File: src/rtl/feac_pkg.sv
package feac_pkg;
    typedef enum logic [0:0] {
        ST_SEARCH = 1'b0,
        ST_HELD   = 1'b1
    } feac_state_e;
endpackage

File: src/rtl/feac_cw_detect.sv
// Sliding window codeword finder: 0, code bits, 0, eight 1s.
module feac_cw_detect #(
    parameter int CODE_W = 6
) (
    input  logic              clk,
    input  logic              rst_n,
    input  logic              bit_valid,
    input  logic              bit_in,
    output logic              cw_valid,
    output logic [CODE_W-1:0] cw_code
);
    localparam int FRAME_W = CODE_W + 10;
    localparam int CNT_W   = $clog2(FRAME_W + 1);

    logic [FRAME_W-1:0] win_q, win_nxt;
    logic [CNT_W-1:0]   cnt_q;
    logic               full, hit;

    always_comb begin
        win_nxt = {win_q[FRAME_W-2:0], bit_in};
        full    = (cnt_q >= CNT_W'(FRAME_W - 1));
        hit     = bit_valid && full && !win_nxt[FRAME_W-1] && !win_nxt[8] && (&win_nxt[7:0]);
    end

    always_ff @(posedge clk) begin
        if (!rst_n) begin
            win_q    <= '0;
            cnt_q    <= '0;
            cw_valid <= 1'b0;
            cw_code  <= '0;
        end else begin
            cw_valid <= hit;
            if (bit_valid) begin
                win_q <= win_nxt;
                if (hit) begin
                    cnt_q   <= '0;
                    cw_code <= win_nxt[FRAME_W-2:9];
                end else if (cnt_q != CNT_W'(FRAME_W)) begin
                    cnt_q <= cnt_q + 1'b1;
                end
            end
        end
    end
endmodule

File: src/rtl/feac_history.sv
// Shift history of recent codes plus vote counts.
module feac_history #(
    parameter int CODE_W = 6,
    parameter int DEPTH  = 10,
    localparam int CNT_W = $clog2(DEPTH + 1)
) (
    input  logic              clk,
    input  logic              rst_n,
    input  logic              push,
    input  logic [CODE_W-1:0] push_code,
    input  logic [CODE_W-1:0] held_code,
    output logic              eval,
    output logic              hist_full,
    output logic [CODE_W-1:0] newest,
    output logic [CNT_W-1:0]  same_cnt,
    output logic [CNT_W-1:0]  diff_cnt
);
    logic [CODE_W-1:0] hist_q [DEPTH];
    logic [CNT_W-1:0]  fill_q;
    logic [DEPTH-1:0]  same_vec, diff_vec;

    always_ff @(posedge clk) begin
        if (!rst_n) begin
            hist_q[0] <= '0;
        end else if (push) begin
            hist_q[0] <= push_code;
        end
    end

    for (genvar i = 1; i < DEPTH; i++) begin : g_stage
        always_ff @(posedge clk) begin
            if (!rst_n) begin
                hist_q[i] <= '0;
            end else if (push) begin
                hist_q[i] <= hist_q[i-1];
            end
        end
    end

    for (genvar i = 0; i < DEPTH; i++) begin : g_cmp
        assign same_vec[i] = (hist_q[i] == hist_q[0]);
        assign diff_vec[i] = (hist_q[i] != held_code);
    end

    always_ff @(posedge clk) begin
        if (!rst_n) begin
            fill_q <= '0;
            eval   <= 1'b0;
        end else begin
            eval <= push;
            if (push && fill_q != CNT_W'(DEPTH)) begin
                fill_q <= fill_q + 1'b1;
            end
        end
    end

    always_comb begin
        same_cnt = '0;
        diff_cnt = '0;
        for (int i = 0; i < DEPTH; i++) begin
            same_cnt = same_cnt + CNT_W'(same_vec[i]);
            diff_cnt = diff_cnt + CNT_W'(diff_vec[i]);
        end
    end

    assign hist_full = (fill_q == CNT_W'(DEPTH));
    assign newest    = hist_q[0];
endmodule

File: src/rtl/feac_ctrl.sv
// Validation state machine, status flags, enables and interrupt.
module feac_ctrl
    import feac_pkg::*;
#(
    parameter int CODE_W     = 6,
    parameter int CNT_W      = 4,
    parameter int VALID_MIN  = 8,
    parameter int REMOVE_MIN = 3
) (
    input  logic              clk,
    input  logic              rst_n,
    input  logic              eval,
    input  logic              hist_full,
    input  logic [CODE_W-1:0] newest,
    input  logic [CNT_W-1:0]  same_cnt,
    input  logic [CNT_W-1:0]  diff_cnt,
    input  logic              sts_rd,
    input  logic              cfg_wr,
    input  logic              cfg_valid_ie,
    input  logic              cfg_remove_ie,
    output logic [CODE_W-1:0] code_out,
    output logic              code_present,
    output logic              valid_sts,
    output logic              remove_sts,
    output logic              valid_ie,
    output logic              remove_ie,
    output logic              irq
);
    feac_state_e state_q, state_d;
    logic        vote, ev_valid, ev_remove;

    assign vote = eval && hist_full;

    always_comb begin
        state_d   = state_q;
        ev_valid  = 1'b0;
        ev_remove = 1'b0;
        unique case (state_q)
            ST_SEARCH: begin
                if (vote && same_cnt >= CNT_W'(VALID_MIN)) begin
                    state_d  = ST_HELD;
                    ev_valid = 1'b1;
                end
            end
            ST_HELD: begin
                if (vote && diff_cnt >= CNT_W'(REMOVE_MIN)) begin
                    state_d   = ST_SEARCH;
                    ev_remove = 1'b1;
                end
            end
            default: state_d = ST_SEARCH;
        endcase
    end

    always_ff @(posedge clk) begin
        if (!rst_n) begin
            state_q <= ST_SEARCH;
        end else begin
            state_q <= state_d;
        end
    end

    always_ff @(posedge clk) begin
        if (!rst_n) begin
            code_out   <= '0;
            valid_sts  <= 1'b0;
            remove_sts <= 1'b0;
            valid_ie   <= 1'b0;
            remove_ie  <= 1'b0;
        end else begin
            if (ev_valid) begin
                code_out <= newest;
            end
            valid_sts  <= ev_valid  | (valid_sts  & ~sts_rd);
            remove_sts <= ev_remove | (remove_sts & ~sts_rd);
            if (cfg_wr) begin
                valid_ie  <= cfg_valid_ie;
                remove_ie <= cfg_remove_ie;
            end
        end
    end

    assign code_present = (state_q == ST_HELD);
    assign irq = (valid_sts & valid_ie) | (remove_sts & remove_ie);
endmodule

File: src/rtl/feac_rx.sv
module feac_rx #(
    parameter int CODE_W     = 6,
    parameter int DEPTH      = 10,
    parameter int VALID_MIN  = 8,
    parameter int REMOVE_MIN = 3
) (
    input  logic              clk,
    input  logic              rst_n,
    input  logic              bit_valid,
    input  logic              bit_in,
    input  logic              sts_rd,
    input  logic              cfg_wr,
    input  logic              cfg_valid_ie,
    input  logic              cfg_remove_ie,
    output logic [CODE_W-1:0] code_out,
    output logic              code_present,
    output logic              valid_sts,
    output logic              remove_sts,
    output logic              valid_ie,
    output logic              remove_ie,
    output logic              irq
);
    localparam int CNT_W = $clog2(DEPTH + 1);

    logic              cw_valid;
    logic [CODE_W-1:0] cw_code;
    logic              eval, hist_full;
    logic [CODE_W-1:0] newest;
    logic [CNT_W-1:0]  same_cnt, diff_cnt;

    feac_cw_detect #(.CODE_W(CODE_W)) det_i (
        .clk(clk), .rst_n(rst_n), .bit_valid(bit_valid), .bit_in(bit_in),
        .cw_valid(cw_valid), .cw_code(cw_code)
    );

    feac_history #(.CODE_W(CODE_W), .DEPTH(DEPTH)) hist_i (
        .clk(clk), .rst_n(rst_n), .push(cw_valid), .push_code(cw_code),
        .held_code(code_out), .eval(eval), .hist_full(hist_full),
        .newest(newest), .same_cnt(same_cnt), .diff_cnt(diff_cnt)
    );

    feac_ctrl #(.CODE_W(CODE_W), .CNT_W(CNT_W), .VALID_MIN(VALID_MIN),
                .REMOVE_MIN(REMOVE_MIN)) ctrl_i (
        .clk(clk), .rst_n(rst_n), .eval(eval), .hist_full(hist_full),
        .newest(newest), .same_cnt(same_cnt), .diff_cnt(diff_cnt),
        .sts_rd(sts_rd), .cfg_wr(cfg_wr), .cfg_valid_ie(cfg_valid_ie),
        .cfg_remove_ie(cfg_remove_ie), .code_out(code_out),
        .code_present(code_present), .valid_sts(valid_sts),
        .remove_sts(remove_sts), .valid_ie(valid_ie), .remove_ie(remove_ie),
        .irq(irq)
    );
endmodule

File: config.mk
export PLATFORM = sky130hd
export DESIGN_NAME = feac_rx
export DESIGN_NICKNAME = d
export VERILOG_FILES = /design/src/rtl/feac_pkg.sv /design/src/rtl/feac_cw_detect.sv /design/src/rtl/feac_history.sv /design/src/rtl/feac_ctrl.sv /design/src/rtl/feac_rx.sv
export SDC_FILE = /design/constraint.sdc
export NUM_CORES = 1
export LEC_CHECK = 0
export BUFFER_PORTS_ARGS = -buffer_cell sky130_fd_sc_hd__buf_2
export CORE_ASPECT_RATIO = 0.9
export CORE_UTILIZATION = 44
export CTS_CLUSTER_DIAMETER = 50
export DETAILED_ROUTE_END_ITERATION = 6
export PLACE_DENSITY = 0.58
export SETUP_SLACK_MARGIN = 0.2
export SYNTH_ARGS = -nofsm -noshare
export SYNTH_HDL_FRONTEND = slang
export SYNTH_HIERARCHICAL = 1
export SYNTH_SLANG_ARGS = --single-unit
File: constraint.sdc
create_clock -name clk -period 4.65 [get_ports clk]
set_clock_uncertainty 0.15 [all_clocks]
set_input_delay 0.465 -clock clk [delete_from_list [all_inputs] [get_ports clk]]
set_output_delay 0.465 -clock clk [all_outputs]
set_load 0.05 [all_outputs]
==> impl_results.md <==
* Outcome: finished, final reports clean
* CTS buffer count at 9
* Routed WL at 12100 microns
* Antenna violations before repair at 0
* Setup CP Type: flop to flop
* Initial Util at 0.451
* Die Area at about 0.013 sq mm
* Post-route setup TNS at 0 ps
* P_leak at between 2 and 3 nW
* Antenna-violating nets left at 0
* Mean Syn Cell Area at 11.1 sq um
* Critical path, cell by cell: xor2_1, nor4_1, nand3_1, fa_1, inv_1, fa_1, fa_1, inv_1, ha_1, inv_1, fa_1, inv_1, a211oi_2, o22ai_1, and2_1
* Synth Warn # at 6
* FMAX at ~0.24 GHz
* Measured slew at the worst slew-check pin at 969 ps
* Synth-to-Final Area Change at 9.24%
* Via density at 5.34
* Largest net degree at the start of global routing at 88
* Nets at 554
* First-pass GRT wire length at about 19000 microns
* Detailed Routing Iterations Pass 1 at 4
* Dpl ws at 402 ps
* Core Rows at 39
* Syn Nets at 542
* Setup crit end kind: flop
* Die Width at between 100 and 150 microns
* RSZ-0062 raised after global routing: yes
* Die H at 110 microns
* Post-CTS Hold Buffers at 0
* Vias in the first global route at between 3000 and 4000
* Via count at 3708
* Worst-path fanout max at 6
* Minimum clock period at 4250 ps
* Placeable Area at 0.0127 sq mm
* Root Driver: clkbuf_16
* Setup violators final at 0
* Number of port buffers at 19
* Final hold violation count at 0
* MaxCap Viol Count at 0
* Fin crit share at 0.914
* Mapped Cells at 514
* CTS tree: built
* Avg WL per Cell at approximately 17 microns
* Gr ovfl total at 0
* Max IR drop VDD at 0.223 mV
* Share of cells above drive strength 1 at 0.122
* DP HPWL at ~8500 microns
* Placer's final routability congestion estimate at 0.857
* Starting DRC count in detailed routing at about 250
* Min-Delay Path Class: primary input to flop
* Setup ws final at about 400 ps
* Slew HR at 0.354
* Number of fillers in the final layout at 1156
* Max-slew violations at 0
* Worst EP arrival at 4350 ps
* Pwr dens at roughly 300 mW/mm^2
* Inserted Diodes at 0
* H-tree depth at 3
* DRC viols at 0
* Total track usage at 0.196
* Startpoint Class: flop
* Worst path slowest cell: fa_1
* Worst-Skew Late Latency at between 300 and 400 ps
* Worst-path clk slew at 70 ps
* CP Data Required Time at 4750 ps
* CTS Sinks at 103
* Deepest clock path buffer count at 2
* Top Ports at 20
* Slowest stage delay, CP at ~540 ps
* Post-Syn Area at 0.00573 sq mm
[through the flow]
stage,hold WS (ps),power [mW],instance area (sq um),utilization,std cells
2_1_floorplan,280,1.15,5730,-,514
3_3_place_gp,293,1.18,5960,0.470,677
3_5_place_dp,304,1.19,5960,0.470,677
6_report,225,1.90,6260,0.493,695
4_1_cts,206,1.92,6240,0.492,693
5_1_grt,246,1.97,6260,0.493,695
[flip-flops by register name, indices dropped and copies added (netlist names)]
name / count
ctrl_i/valid_ie: 1
ctrl_i/code_out: 6
det_i/cw_code: 6
det_i/cnt_q: 5
hist_i/fill_q: 4
ctrl_i/code_present: 1
ctrl_i/valid_sts: 1
hist_i/hist_q: 60
det_i/cw_valid: 1
ctrl_i/remove_sts: 1
ctrl_i/remove_ie: 1
hist_i/eval: 1
det_i/win_q: 15
[timing repair]
item                                    4_1_cts  5_1_grt
gates resized for setup                       0        2
setup buffers                                 0        2
endpoints found under the setup margin        0        4
[worst max-delay path, delay by kind of cell (launching register included)]
family | cells | cell delay [ps]
fa+ha+maj | 5 | 2120
simple gates | 3 | 700
buf+inv | 4 | 220
flops | 1 | 530
compound gates | 2 | 320
xor+xnor | 1 | 120
[final timing paths]
path / start / endpoint / slack, ps / cells after the start
worst max register to register: ctrl_i/code_out[3]$_SDFFE_PN0P_ / ctrl_i/remove_sts$_SDFF_PN0_ / 400 / 15
worst min-delay path: cfg_valid_ie / ctrl_i/valid_ie$_SDFFE_PN0P_ / 230 / 3
worst max-delay path: ctrl_i/code_out[3]$_SDFFE_PN0P_ / ctrl_i/remove_sts$_SDFF_PN0_ / 400 / 15
worst min register to register: det_i/cw_code[5]$_SDFFE_PN0P_ / det_i/cw_code[5]$_SDFFE_PN0P_ / 310 / 2
[routing by layer]
layer / wire length, microns / vias up / track usage
met3: 397 / 25 / 0.0401
met4: 338 / 0 / 0.0880
met1: 5840 / 1826 / 0.264
met5: 0 / - / 0
met2: 5560 / 63 / 0.304
li1: - / 1794 / -
[cell type report]
| type | instances | area, sq um | share of cell area |
|---|---|---|---|
| clock buffer | 10 | 229 | 0.0366 |
| clock inverter | 6 | 51.3 | 0.00820 |
| inverter | 21 | 78.8 | 0.0126 |
| multi-input combinational | 351 | 2780 | 0.444 |
| sequential | 103 | 2670 | 0.426 |
| tap | 164 | 205 | 0.0328 |
| timing repair buffer | 40 | 253 | 0.0404 |
[placed cells by master, fill, tap and decap left out, types with 2 or more instances in the layout]
| master | instances |
|---|---|
| ha_1 | 10 |
| buf_4 | 21 |
| xor2_1 | 53 |
| nand4_1 | 15 |
| nand2_1 | 15 |
| nor3_1 | 14 |
| mux2i_1 | 29 |
| and2_1 | 3 |
| dfxtp_2 | 2 |
| nand4b_1 | 2 |
| inv_6 | 3 |
| and3_1 | 62 |
| a211oi_1 | 3 |
| inv_1 | 21 |
| nor2b_1 | 8 |
| xnor2_1 | 64 |
| dfxtp_1 | 41 |
| nor2_1 | 19 |
| buf_2 | 19 |
| edfxtp_1 | 60 |
| fa_1 | 10 |
| o21ai_0 | 4 |
| nand3_1 | 11 |
| nor4_1 | 6 |
| clkbuf_16 | 9 |
| a21oi_1 | 4 |
[power breakdown]
| part | switching [mW] | internal (mW) | total (mW) |
|---|---|---|---|
| Combinational | 0.0889 | 0.0645 | 0.153 |
| Sequential | 0.0284 | 0.985 | 1.01 |
| Clock | 0.357 | 0.373 | 0.731 |
| Total | 0.475 | 1.42 | 1.90 |
Power figures use the tool's default switching activity.
